## config.mk

```make
export PLATFORM = sky130hd
export DESIGN_NAME = hfma
export DESIGN_NICKNAME = d
export VERILOG_FILES = /design/src/rtl/hfma.sv
export SDC_FILE = /design/constraint.sdc
export NUM_CORES = 1
export LEC_CHECK = 0
export ABC_AREA = 1
export BUFFER_PORTS_ARGS = -buffer_cell sky130_fd_sc_hd__buf_4
export CAP_MARGIN = 20
export CORE_AREA = 2 2 237 239
export CTS_BUF_LIST = sky130_fd_sc_hd__clkbuf_2
export CTS_CLUSTER_SIZE = 28
export DETAILED_ROUTE_END_ITERATION = 8
export DIE_AREA = 0 0 239 241
export GPL_TIMING_DRIVEN = 1
export SLEW_MARGIN = 5
export SYNTH_ARGS = -nofsm -noshare
export SYNTH_HDL_FRONTEND = slang
export SYNTH_SLANG_ARGS = --single-unit
```

## constraint.sdc

```tcl
create_clock -name clk -period 8.4 [get_ports clk]
set_input_delay 0.84 -clock clk [delete_from_list [all_inputs] [get_ports clk]]
set_output_delay 0.84 -clock clk [all_outputs]
set_load 0.05 [all_outputs]
```

## src/rtl/hfma.sv

```systemverilog
module hfma #(
  parameter int EW = 5,
  parameter int MW = 10
) (
  input  logic              clk,
  input  logic              rst_n,
  input  logic              in_valid,
  input  logic [EW+MW:0]    a_in,
  input  logic [EW+MW:0]    b_in,
  input  logic [EW+MW:0]    c_in,
  output logic              out_valid,
  output logic [EW+MW:0]    y_out
);
  localparam int FW   = EW + MW + 1;
  localparam int SW   = MW + 1;
  localparam int PW   = 2 * SW;
  localparam int WN   = 2 * PW + 6;
  localparam int XW   = EW + 4;
  localparam int LZW  = $clog2(WN + 2);
  localparam int BIAS = (1 << (EW - 1)) - 1;
  localparam int EMAX = (1 << EW) - 1;
  localparam logic signed [XW-1:0] BIASX = XW'(BIAS);
  localparam logic signed [XW-1:0] EMAXX = XW'(EMAX);
  localparam logic signed [XW-1:0] WNX   = XW'(WN);
  localparam logic [FW-1:0] QNAN = {1'b0, {EW{1'b1}}, 1'b1, {(MW-1){1'b0}}};
  localparam logic [FW-1:0] PINF = {1'b0, {EW{1'b1}}, {MW{1'b0}}};

  function automatic logic signed [XW-1:0] sx(input logic [EW-1:0] e);
    return $signed({{(XW-EW){1'b0}}, e});
  endfunction

  // stage 1: operand capture
  logic          v1;
  logic [FW-1:0] a1, b1, c1;
  always_ff @(posedge clk or negedge rst_n)
    if (!rst_n) begin
      v1 <= 1'b0; a1 <= '0; b1 <= '0; c1 <= '0;
    end else begin
      v1 <= in_valid; a1 <= a_in; b1 <= b_in; c1 <= c_in;
    end

  // stage 2: multiply, exponents, alignment, special cases
  logic          sa, sb, sc, sp;
  logic [EW-1:0] ea, eb, ec;
  logic [MW-1:0] fa, fb, fc;
  assign {sa, ea, fa} = a1;
  assign {sb, eb, fb} = b1;
  assign {sc, ec, fc} = c1;
  assign sp = sa ^ sb;

  logic az, bz, cz, ai, bi, ci, an, bn, cn, pz;
  assign az = (ea == '0);
  assign bz = (eb == '0);
  assign cz = (ec == '0);
  assign ai = (ea == EW'(EMAX)) && (fa == '0);
  assign bi = (eb == EW'(EMAX)) && (fb == '0);
  assign ci = (ec == EW'(EMAX)) && (fc == '0);
  assign an = (ea == EW'(EMAX)) && (fa != '0);
  assign bn = (eb == EW'(EMAX)) && (fb != '0);
  assign cn = (ec == EW'(EMAX)) && (fc != '0);
  assign pz = az | bz;

  logic [PW-1:0] prod;
  assign prod = {{SW{1'b0}}, 1'b1, fa} * {{SW{1'b0}}, 1'b1, fb};

  logic signed [XW-1:0] ep, ecx, dif, er_n;
  assign ep  = sx(ea) + sx(eb) - BIASX;
  assign ecx = sx(ec);

  logic          pbig;
  logic [WN-1:0] pwin, cwin, big_n, sraw;
  assign pwin = {prod, {(WN-PW){1'b0}}};
  assign cwin = {1'b0, 1'b1, fc, {(WN-SW-1){1'b0}}};
  assign pbig = cz | (!pz && (ep >= ecx));
  assign dif  = pbig ? (ep - ecx) : (ecx - ep);
  assign er_n = pbig ? ep : ecx;
  assign big_n = pbig ? (pz ? '0 : pwin) : cwin;
  assign sraw  = pbig ? (cz ? '0 : cwin) : (pz ? '0 : pwin);

  logic [XW-1:0]   sh;
  logic [2*WN-1:0] sfull;
  logic [WN-1:0]   sml_n;
  assign sh    = (dif < 0) ? '0 : ((dif > WNX) ? XW'(WN) : dif);
  assign sfull = {sraw, {WN{1'b0}}} >> sh;
  assign sml_n = sfull[2*WN-1:WN] | {{(WN-1){1'b0}}, |sfull[WN-1:0]};

  logic          spc_n;
  logic [FW-1:0] spv_n;
  always_comb begin
    spc_n = 1'b1;
    spv_n = QNAN;
    if (an | bn | cn | (ai & bz) | (bi & az) | ((ai | bi) & ci & (sp != sc)))
      spv_n = QNAN;
    else if (ai | bi)
      spv_n = PINF | {sp, {(FW-1){1'b0}}};
    else if (ci)
      spv_n = PINF | {sc, {(FW-1){1'b0}}};
    else if (pz & cz)
      spv_n = {sp & sc, {(FW-1){1'b0}}};
    else
      spc_n = 1'b0;
  end

  logic                 v2, sbig2, ssml2, sub2, spc2;
  logic [WN-1:0]        big2, sml2;
  logic signed [XW-1:0] er2;
  logic [FW-1:0]        spv2;
  always_ff @(posedge clk or negedge rst_n)
    if (!rst_n) begin
      v2 <= 1'b0; sbig2 <= 1'b0; ssml2 <= 1'b0; sub2 <= 1'b0; spc2 <= 1'b0;
      big2 <= '0; sml2 <= '0; er2 <= '0; spv2 <= '0;
    end else begin
      v2    <= v1;
      sbig2 <= pbig ? sp : sc;
      ssml2 <= pbig ? sc : sp;
      sub2  <= sp ^ sc;
      spc2  <= spc_n;
      big2  <= big_n;
      sml2  <= sml_n;
      er2   <= er_n;
      spv2  <= spv_n;
    end

  // stage 3: add / subtract and leading-zero count
  logic          ge;
  logic [WN:0]   sum;
  logic          sgn_n;
  logic [LZW-1:0] lz_n;
  assign ge    = (big2 >= sml2);
  assign sum   = !sub2 ? ({1'b0, big2} + {1'b0, sml2})
               : (ge ? ({1'b0, big2} - {1'b0, sml2}) : ({1'b0, sml2} - {1'b0, big2}));
  assign sgn_n = (sub2 && !ge) ? ssml2 : sbig2;

  always_comb begin
    lz_n = LZW'(WN + 1);
    for (int i = 0; i <= WN; i++)
      if (sum[i]) lz_n = LZW'(WN - i);
  end

  logic                 v3, s3, spc3;
  logic [WN:0]          m3;
  logic [LZW-1:0]       lz3;
  logic signed [XW-1:0] er3;
  logic [FW-1:0]        spv3;
  always_ff @(posedge clk or negedge rst_n)
    if (!rst_n) begin
      v3 <= 1'b0; s3 <= 1'b0; spc3 <= 1'b0; m3 <= '0; lz3 <= '0; er3 <= '0; spv3 <= '0;
    end else begin
      v3 <= v2; s3 <= sgn_n; spc3 <= spc2; m3 <= sum; lz3 <= lz_n; er3 <= er2; spv3 <= spv2;
    end

  // stage 4: normalize, round, overflow check
  logic [WN:0]          nrm;
  logic [SW-1:0]        mant;
  logic                 grd, stk, up;
  logic [SW:0]          rnd;
  logic signed [XW-1:0] ex4, ef;
  logic [FW-1:0]        res;
  assign nrm  = m3 << lz3;
  assign mant = nrm[WN -: SW];
  assign grd  = nrm[WN-SW];
  assign stk  = |nrm[WN-SW-1:0];
  assign up   = grd & (stk | mant[0]);
  assign rnd  = {1'b0, mant} + {{SW{1'b0}}, up};
  assign ex4  = er3 + XW'(2) - $signed({{(XW-LZW){1'b0}}, lz3});
  assign ef   = ex4 + $signed({{(XW-1){1'b0}}, rnd[SW]});

  always_comb begin
    if (spc3)               res = spv3;
    else if (m3 == '0)      res = '0;
    else if (ef >= EMAXX)   res = PINF | {s3, {(FW-1){1'b0}}};
    else if (ef <= 0)       res = {s3, {(FW-1){1'b0}}};
    else                    res = {s3, ef[EW-1:0], rnd[MW-1:0]};
  end

  always_ff @(posedge clk or negedge rst_n)
    if (!rst_n) begin
      out_valid <= 1'b0; y_out <= '0;
    end else begin
      out_valid <= v3; y_out <= res;
    end
endmodule

```

==> run_results.csv <==
group,metric,value,unit
status,run_status,"finished, final reports clean",
floorplanning,io_pins,68,
worst_hold_path,hold_path.startpoint,"v2",
synth,synth_fp_nets,3268,
sta,fin_tns_setup,0,ps
clock_network,cts_sinks,223,
floorplanning,die_h,241,µm
clock_network,cts.path.max_buffers,3,
sta,clock_skew,117.9,ps
detailed_routing,via_per_inst,4.940,
synth,ys_warn_count,0,
clock_network,numCtsBuffers,61,
clock_network,clock-root-buffer,"clkbuf_2",
critical_path,rr_worst_depth,54,
power_and_ir_drop,ir_worst_vdd,0.2097,mV
power_and_ir_drop,cellLeakagePower,12.44,nW
critical_path,arrival,8460,ps
worst_hold_path,whs_path_depth,0,
synth,postSynthCellCount,2970,
worst_hold_path,worstHoldEndpoint,"v3",
critical_path,critical_path.most_common_cell,"nand2_1",
clock_network,cts_tree,"built",
critical_path,crit_required,9340,ps
layout,design_area,23080,µm²
sta,setup_ws,885.5,ps
worst_hold_path,min_path_type,"flip-flop to flip-flop",
detailed_routing,wirelength,57320,µm
sta,rsz0062_at_grt,"false",
critical_path,cp.buffers_inverters,9,
synth,synth_top_area_share,27.00,%
placed_design,io_buffers,67,
critical_path,cp_max_fo,12,
synth,yosysMostFrequentCell,"nand2_1",
floorplanning,die_w,239,µm
detailed_routing,drtPass1Iterations,6,
critical_path,cp_slowest_cell,"dfrtp_1",
clock_network,path_clk_slew,100,ps
global_route,grt_remaining_overflow,0,
clock_network,post_cts_buffers,0,
synth,synth_top_cell_by_area,"dfrtp_1",
sta,setup_viol,0,
clock_network,htreeDepth,2,
global_route,grt_usage,20.35,%
placed_design,post-dp-hpwl,45900,µm
synth,synthArstFlopShare,100.0,%
sta,min_period_over_period,89.46,%
global_route,grt_pass1_vias,18390,
sta,max_freq,0.1331,GHz
critical_path,crit_type,"flip-flop to flip-flop",
detailed_routing,drc,0,
floorplanning,coreArea,54880,µm²
synth,yosys_register_bits,223,
synth,ys.flop_type,"dfrtp_1",
layout,drive_gt1_share,7.880,%
critical_path,rrSetupSlack,890,ps
clock_network,cts_resized,0,
critical_path,worst_setup_path_end_kind,"flip-flop",
global_route,grt_pass1_wl,93430,µm
synth,syn_avg_cell_area,6.959,µm²
sta,period_minus_slack,7514,ps
critical_path,timing.rr.end,"sml2[0]",
floorplanning,die_area,57600,µm²
detailed_routing,wire_per_inst,15.03,µm
detailed_routing,vias,18840,
synth,yosysSeqAreaShare,27.00,%
critical_path,crit_family,"adder cells",
placed_design,post-place-ws,945.1,ps
global_route,grt_max_degree,108,
detailed_routing,drt_iter0_drc,1376,
synth,netlist_top_cells_area,"dfrtp_1 (27%), nand2_1 (13%), ha_1 (9.7%)",
global_route,antenna_found_initial,3,
synth,synth_cell_type_count,61,
synth,synth-edff-count,0,
placed_design,gp_congestion,0.9398,
critical_path,cp_slowest_stage_delay,550,ps
power_and_ir_drop,finalPower,9.857,mW
synth,synth_common_cells,"nand2_1 (727), inv_1 (532), o21ai_0 (280), nor2_1 (231), dfrtp_1 (223)",
job,maxCapViolCount,0,
critical_path,reg2reg_from,"a1[3]",
clock_network,holdBufCountCts,50,
critical_path,worstSetupStartpointType,"flip-flop",
floorplanning,rows,86,
sta,worst_slew_pin_slew,875.9,ps
clock_network,clock_latency,1070,ps
layout,nNetsFinal,3354,
power_and_ir_drop,powerDensity,427.1,nW/µm²
sta,drv_slew,0,
synth,synthesis.area,20670,µm²
sta,max-slew-margin-rel,41.55,%
floorplanning,start_util,37.66,%
layout,area_delta_synth_final,11.68,%
detailed_routing,ant_nets,0,
placed_design,placed_cell_area,21790,µm²
sta,hold_violations,0,
sta,hold_slack,346.0,ps
[layout make-up]
type,count,area [µm²]
clock buffer,79,395.4
antenna,1,2.502
fill,5791,31800
multi-input combinational,2077,12540
tap,704,880.8
sequential,223,5582
timing repair buffer,147,1236
clock inverter,37,395.4
inverter,546,2049
[cells by family (layout without fill, tap and decap cells)]
group	count (synthesis)	in the layout	synth area share (%)
mux	20	20	0.9686
compound gates	575	575	15.68
simple gates	1170	1170	23.15
other cells	0	1	0
flops	223	223	27.00
xor+xnor	65	65	2.755
buf+inv	670	809	12.37
fa+ha+maj	247	247	18.08
[power by group]
part	leakage (nW)	switching [mW]	internal [mW]
Combinational	9.16	4.83	2.32
Clock	0.525	0.496	0.550
Sequential	2.75	0.242	1.42
Total	12.4	5.57	4.29
[layout by cell type, fill, tap and decap left out, types with 9 or more instances in the layout]
cell type and n:
nand2_1 727, a21oi_1 114, a31oi_1 11, clkinv_2 9, or2_2 16, dfrtp_1 222, o21ai_0 279, inv_2 12
nand3_1 87, nor2_1 229, bufinv_16 9, o31ai_1 9, xor2_1 61, o21ai_2 13, o22ai_1 11, dlygate4sd3_1 50
nor3_1 44, mux2i_1 20, nand4_1 23, buf_4 96, ha_1 161, clkinv_1 19, o21bai_1 13, fa_1 86
o21ai_1 51, o211ai_1 15, clkbuf_2 79, nor4_1 25, inv_1 532
[metrics by stage]
step	utilization, %	instances
floorplan	-	2970
CTS	42.05	3813
detailed placement	39.70	3647
finish	42.06	3814
global route	42.06	3814
global placement	39.70	3647
[sequential cells by signal, indices dropped and copies added, names as in the netlist, 3 cells and up]
| signal | cells |
|---|---|
| er2 | 7 |
| c1 | 16 |
| er3 | 7 |
| a1 | 16 |
| lz3 | 6 |
| spv3 | 3 |
| sml2 | 50 |
| spv2 | 3 |
| y_out | 16 |
| big2 | 22 |
| b1 | 16 |
| m3 | 51 |
[worst reg2reg max path, delay by kind of cell (launching register included)]
family / cells / cell delay [ps]
AO/OA/AOI/OAI: 9 / 1240
adder cells (fa/ha/maj): 6 / 2630
buffers and inverters: 9 / 490
flip-flops: 1 / 550
AND/OR/NAND/NOR: 30 / 2480
[worst max-delay path by stage]
stage | depth (start not counted) | start | slack [ps] | to
4_1_cts | 54 | a1[3] | 880 | sml2[0]
5_1_grt | 52 | a1[3] | 20 | sml2[0]
3_5_place_dp | 54 | a1[3] | 950 | sml2[0]
6_report | 54 | a1[3] | 890 | sml2[0]
2_1_floorplan | 55 | a1[3] | 1620 | sml2[0]
3_3_place_gp | 54 | a1[3] | 1040 | sml2[0]
[metal layers]
layer	share of wire, %	GRT usage (%)	up-vias
met5	0.023	0	-
met4	4.0	9.072	2
met3	4.5	2.425	126
met2	47	34.69	512
met1	45	25.95	8581
li1	-	-	9621
(Power assumes the default switching activity.)
